## config.mk

```make
export PLATFORM = sky130hd
export DESIGN_NAME = tbx_xfer_target
export DESIGN_NICKNAME = d
export VERILOG_FILES = /design/src/rtl/tbx_pkg.sv /design/src/rtl/tbx_dec.sv /design/src/rtl/tbx_tgt.sv /design/src/rtl/tbx_gate.sv /design/src/rtl/tbx_xfer_target.sv
export SDC_FILE = /design/constraint.sdc
export NUM_CORES = 1
export LEC_CHECK = 0
export BUFFER_PORTS_ARGS = -buffer_cell sky130_fd_sc_hd__buf_2
export CORE_UTILIZATION = 16
export DETAILED_ROUTE_END_ITERATION = 10
export GPL_TIMING_DRIVEN = 0
export PLACE_DENSITY_LB_ADDON = 0.2
export SYNTH_ARGS = -nofsm -noshare
export SYNTH_HDL_FRONTEND = slang
export SYNTH_HIERARCHICAL = 1
export SYNTH_SLANG_ARGS = --single-unit
```

## constraint.sdc

```tcl
create_clock -name clk -period 1.2 [get_ports clk]
set_input_delay 0.36 -clock clk [delete_from_list [all_inputs] [get_ports clk]]
set_output_delay 0.36 -clock clk [all_outputs]
set_load 0.02 [all_outputs]
```

## src/rtl/tbx_pkg.sv

```systemverilog
package tbx_pkg;

  localparam int unsigned ADDR_W     = 32;
  localparam logic [11:0] XFER_OFS   = 12'h4A3;
  localparam int unsigned MODE_BIT   = 28;
  localparam int unsigned ARM_BIT    = 63;

  typedef enum logic {
    MODE_COREID = 1'b0,
    MODE_FULL   = 1'b1
  } tgt_mode_e;

  function automatic tgt_mode_e get_mode(input logic [63:0] d);
    return d[MODE_BIT] ? MODE_FULL : MODE_COREID;
  endfunction

  function automatic logic [ADDR_W-1:0] get_addr(input logic [63:0] d);
    return d[63:32];
  endfunction

  function automatic logic [4:0] get_core_id(input logic [63:0] d);
    return d[36:32];
  endfunction

  function automatic logic move_armed(input logic [63:0] d);
    return d[ARM_BIT];
  endfunction

  function automatic logic [ADDR_W-1:0] base_of(input logic [ADDR_W-1:0] b0,
                                                input logic [ADDR_W-1:0] stride,
                                                input int unsigned idx);
    return b0 + stride * idx;
  endfunction

  function automatic logic page_eq(input logic [ADDR_W-1:0] a,
                                   input logic [ADDR_W-1:0] b);
    return a[ADDR_W-1:12] == b[ADDR_W-1:12];
  endfunction

endpackage

```

## src/rtl/tbx_dec.sv

```systemverilog
module tbx_dec import tbx_pkg::*; #(
  parameter int unsigned NCORE      = 4,
  parameter int unsigned IDXW       = 2,
  parameter bit          CORE_ID_EN = 1'b1,
  parameter logic [31:0] BASE0      = 32'h2000_0000,
  parameter logic [31:0] STRIDE     = 32'h0100_0000
) (
  input  logic [63:0]     wdata,
  output logic            dec_ok,
  output logic [IDXW-1:0] dec_idx
);

  logic [ADDR_W-1:0] addr;
  logic [NCORE-1:0]  hit;
  logic              full_ok;
  logic [IDXW-1:0]   full_idx;
  logic              id_ok;
  logic [4:0]        id;

  assign addr = get_addr(wdata);
  assign id   = get_core_id(wdata);

  for (genvar i = 0; i < NCORE; i++) begin : g_cmp
    assign hit[i] = page_eq(addr, base_of(BASE0, STRIDE, i));
  end

  always_comb begin
    full_idx = '0;
    for (int i = NCORE - 1; i >= 0; i--) begin
      if (hit[i]) full_idx = IDXW'(i);
    end
  end

  assign full_ok = (addr[11:0] == XFER_OFS) && (|hit);

  if (CORE_ID_EN) begin : g_id_on
    assign id_ok = ({1'b0, id} < 6'(NCORE));
  end else begin : g_id_off
    assign id_ok = 1'b0;
  end

  always_comb begin
    if (get_mode(wdata) == MODE_FULL) begin
      dec_ok  = full_ok;
      dec_idx = full_idx;
    end else begin
      dec_ok  = id_ok;
      dec_idx = IDXW'(id);
    end
  end

endmodule

```

## src/rtl/tbx_tgt.sv

```systemverilog
module tbx_tgt #(
  parameter int unsigned IDXW = 2
) (
  input  logic            clk,
  input  logic            rst_n,
  input  logic            load,
  input  logic            ok_in,
  input  logic [IDXW-1:0] idx_in,
  output logic            valid_q,
  output logic [IDXW-1:0] idx_q
);

  always_ff @(posedge clk or negedge rst_n) begin
    if (!rst_n) begin
      valid_q <= 1'b0;
      idx_q   <= '0;
    end else if (load) begin
      valid_q <= ok_in;
      if (ok_in) idx_q <= idx_in;
    end
  end

endmodule

```

## src/rtl/tbx_gate.sv

```systemverilog
module tbx_gate import tbx_pkg::*; #(
  parameter int unsigned NCORE = 4,
  parameter int unsigned IDXW  = 2
) (
  input  logic             clk,
  input  logic             rst_n,
  input  logic             mv_we,
  input  logic [63:0]      mv_wdata,
  input  logic             running,
  input  logic             tgt_ok,
  input  logic [IDXW-1:0]  tgt_idx,
  input  logic [NCORE-1:0] ready,
  input  logic             cfg_bad,
  output logic             accept,
  output logic [NCORE-1:0] sent_q,
  output logic             err_q
);

  logic sel_ready;
  logic reject;

  assign sel_ready = ready[tgt_idx];
  assign accept    = mv_we && running && move_armed(mv_wdata) && tgt_ok && sel_ready;
  assign reject    = mv_we && !accept;

  always_ff @(posedge clk or negedge rst_n) begin
    if (!rst_n) begin
      sent_q <= '0;
      err_q  <= 1'b0;
    end else begin
      sent_q <= accept ? (NCORE'(1) << tgt_idx) : '0;
      err_q  <= reject || cfg_bad;
    end
  end

endmodule

```

## src/rtl/tbx_xfer_target.sv

```systemverilog
module tbx_xfer_target #(
  parameter int unsigned NCORE      = 4,
  parameter bit          CORE_ID_EN = 1'b1,
  parameter logic [31:0] BASE0      = 32'h2000_0000,
  parameter logic [31:0] STRIDE     = 32'h0100_0000,
  localparam int unsigned IDXW      = (NCORE > 1) ? $clog2(NCORE) : 1
) (
  input  logic             clk,
  input  logic             rst_n,
  input  logic             cfg_we,
  input  logic [63:0]      cfg_wdata,
  input  logic             mv_we,
  input  logic [63:0]      mv_wdata,
  input  logic             tod_running,
  input  logic [NCORE-1:0] core_ready,
  output logic             tgt_valid,
  output logic [IDXW-1:0]  tgt_core,
  output logic [NCORE-1:0] sent,
  output logic             err_pulse
);

  logic            dec_ok;
  logic [IDXW-1:0] dec_idx;
  logic            cfg_bad;
  logic            mv_accept;

  assign cfg_bad = cfg_we && !dec_ok;

  tbx_dec #(
    .NCORE(NCORE), .IDXW(IDXW), .CORE_ID_EN(CORE_ID_EN),
    .BASE0(BASE0), .STRIDE(STRIDE)
  ) u_dec (
    .wdata   (cfg_wdata),
    .dec_ok  (dec_ok),
    .dec_idx (dec_idx)
  );

  tbx_tgt #(.IDXW(IDXW)) u_tgt (
    .clk     (clk),
    .rst_n   (rst_n),
    .load    (cfg_we),
    .ok_in   (dec_ok),
    .idx_in  (dec_idx),
    .valid_q (tgt_valid),
    .idx_q   (tgt_core)
  );

  tbx_gate #(.NCORE(NCORE), .IDXW(IDXW)) u_gate (
    .clk      (clk),
    .rst_n    (rst_n),
    .mv_we    (mv_we),
    .mv_wdata (mv_wdata),
    .running  (tod_running),
    .tgt_ok   (tgt_valid),
    .tgt_idx  (tgt_core),
    .ready    (core_ready),
    .cfg_bad  (cfg_bad),
    .accept   (mv_accept),
    .sent_q   (sent),
    .err_q    (err_pulse)
  );

endmodule

```

==> flow_metrics.py <==
metrics = {
    "final_layout": {
        "postLayoutCellArea_um2": 968.4,
        "diodes": 0,
        "syn_to_final_growth_pct": 109.8,
        "fin_cells": 129,
        "nets": 237,
        "drive_above_1_share": 0.7755,
    },
    "power": {
        "peakVddDrop_mv": 0.4849,
        "power.switching_uw": 201.0,
        "combinationalPowerShare": 0.327,
        "p_total_uw": 744.6,
        "p_sw_frac": 0.2700,
        "power.leakage_uw": 0.0004761,
        "intPower_uw": 543.5,
        "clock_power_share": 0.264,
        "pwr-share-seq": 0.409,
        "power.density_nw_per_um2": 768.8,
    },
    "sta": {
        "fin_crit_sh": 1.297,
        "worstMarginPinSlew_ns": 0.2678,
        "finalClockSkew_ns": 0.002826,
        "slew_violations": 0,
        "min_period_ns": 1.556,
        "setup_viol": 5,
        "setup_tns_ns": -1.102,
        "rsz0062_at_grt": "yes",
        "slew_headroom": 0.8189,
        "fmax_mhz": 642.6,
        "finalWorstSetupSlack_ns": -0.3561,
        "hold_viol": 0,
    },
    "die": {
        "ioPinCount": 145,
        "die_h_um": 55.72,
        "start_util": 0.1689,
        "die_area_um2": 3104,
        "fp.dieW_um": 55.72,
        "fp-row-count": 19,
        "coreArea_um2": 2734,
    },
    "setup_path": {
        "cp-start-kind": "input port",
        "worstPathArrival_ns": 1.68,
        "crit_required_ns": 1.33,
        "r2r_slack_ns": -0.02,
        "endpoint_kind": "flop",
        "reg2reg_depth": 2,
        "r2r_end": "u_gate/err_q",
        "rr_startpoint": "u_tgt/idx_q[0]",
        "critPathMaxFanout": 3,
        "worst-setup-path-type": "in -> reg",
    },
    "cts": {
        "cts_buffer_depth": 2,
        "cts_tree": "done",
        "numCtsBuffers": 3,
        "cts_sinks": 8,
        "htree_levels": 1,
        "cts-root-buf": "clkbuf_4",
        "clk-insertion-delay-late_ns": 0.24,
        "cts.clk_slew.worst_paths_ns": 0.05,
    },
    "global_routing": {
        "grt_pass1_wl_um": 2401,
        "grt_pass1_vias": 580,
        "grt_max_degree": 9,
        "antenna_found_initial": 0,
        "grt_remaining_overflow": 0,
        "grt_use_total": 0.1028,
    },
    "drt": {
        "drtIter0Drc": 9,
        "vias_per_cell": 4.574,
        "dr.pass1.iters": 4,
        "ant_nets": 0,
        "post_drt_wl_per_cell_um": 11.35,
        "drc_errors": 0,
        "totalWireLength_um": 1464,
        "num_vias": 590,
    },
    "min_path": {
        "hold_end": "u_gate/sent_q[2]",
        "min_path_cells": 3,
        "min-delay-start": "core_ready[2]",
        "hp-class": "in -> reg",
    },
    "flow_run": {
        "maxCapViolCount": 0,
    },
    "yosys": {
        "netlist_instances": 40,
        "yosysWarnings": 6,
        "syn_area_um2": 461.7,
        "synth_nets": 177,
        "syn_area_per_cell_um2": 11.54,
    },
    "outcome": {
        "status": "finished with violations",
        "violations": "negative setup slack",
    },
    "placement": {
        "place_congestion": 0.6829,
        "portBuffers": 50,
        "dpl.hpwl_um": 1193,
        "placed_cell_area_um2": 750.7,
        "post-place-ws_ns": -0.7756,
        "dp.cells": 121,
    },
}
[how the worst max path moves through the flow]
stage	to	startpoint	slack, ns	depth (start not counted)
floorplan	u_tgt/idx_q[0]	cfg_wdata[35]	-0.55	5
global placement	u_tgt/idx_q[1]	cfg_wdata[52]	-0.75	7
detailed placement	u_tgt/idx_q[0]	cfg_wdata[52]	-0.78	7
CTS	u_tgt/idx_q[0]	cfg_wdata[51]	-0.46	7
global route	u_tgt/idx_q[0]	cfg_wdata[59]	-0.42	7
finish	u_tgt/idx_q[0]	cfg_wdata[35]	-0.36	6
[critical path, cell delays in order]
cell and delay, ns:
buf_2 0.09, or3_4 0.40, nor4_4 0.29, o2bb2ai_2 0.14, nand2_2 0.10, mux2_4 0.30
[cells in the final DEF (no fill, tap or decap)]
master and count:
nor4b_4 2, nor4_2 1, dlygate4sd3_1 1, nor4b_1 1, clkbuf_4 3, nor2_2 1
dfrtp_2 1, nand4_1 2, buf_4 4, buf_2 41, nand2_2 1, buf_6 9
nand3_1 1, inv_2 1, nor2b_4 1, nor3_1 1, and4_1 1, and4_2 1
mux2_4 2, a31oi_1 1, or3_4 1, nand2_1 2, mux4_2 1, o21ai_0 1
nor4_4 4, o2bb2ai_2 1, inv_1 2, and4b_2 1, dfrtp_1 7, a22o_1 2
[power groups by stage]
stage | combinational [µW] | sequential, µW | clock [µW]
after floorplan | 54.5 | 328 | 0
after global placement | 172 | 313 | 0
after detailed placement | 173 | 313 | 0
after CTS | 210 | 304 | 211
after global routing | 261 | 309 | 226
final | 244 | 304 | 197
[sequential cells by signal, summed over array words and instances, names as in the netlist]
name           count
u_gate/sent_q      4
u_tgt/valid_q      1
u_gate/err_q       1
u_tgt/idx_q        2
[stage by stage]
step,util,hold slack [ns]
final,0.3542,0.3333
after global routing,0.3542,0.3289
after CTS,0.3172,0.3273
after detailed placement,0.2746,0.2142
after global placement,0.2746,0.2134
after floorplan,-,0.06441
[repair_timing]
item                       CTS  global route
setup endpoints to repair    7             7
hold endpoints to repair     8             0
pin swaps                    6             9
buffers inserted             4             0
hold buffers                 1             0
gates resized for setup      9            17
[metal layers]
layer	up-vias	global-route usage	part of all wire
met5	-	0	0
met4	0	0.04286	0.0068
met3	2	0.06047	0.16
met2	50	0.1566	0.44
met1	259	0.1164	0.39
li1	279	-	-
[final cells by class]
type | count | area (µm²)
timing repair buffer | 55 | 346.6
multi-input combinational | 29 | 347.8
fill | 271 | 1765
sequential | 8 | 201.4
inverter | 3 | 11.26
tap | 31 | 38.79
clock buffer | 3 | 22.52
Note: power is estimated with default switching activity, not from simulation.
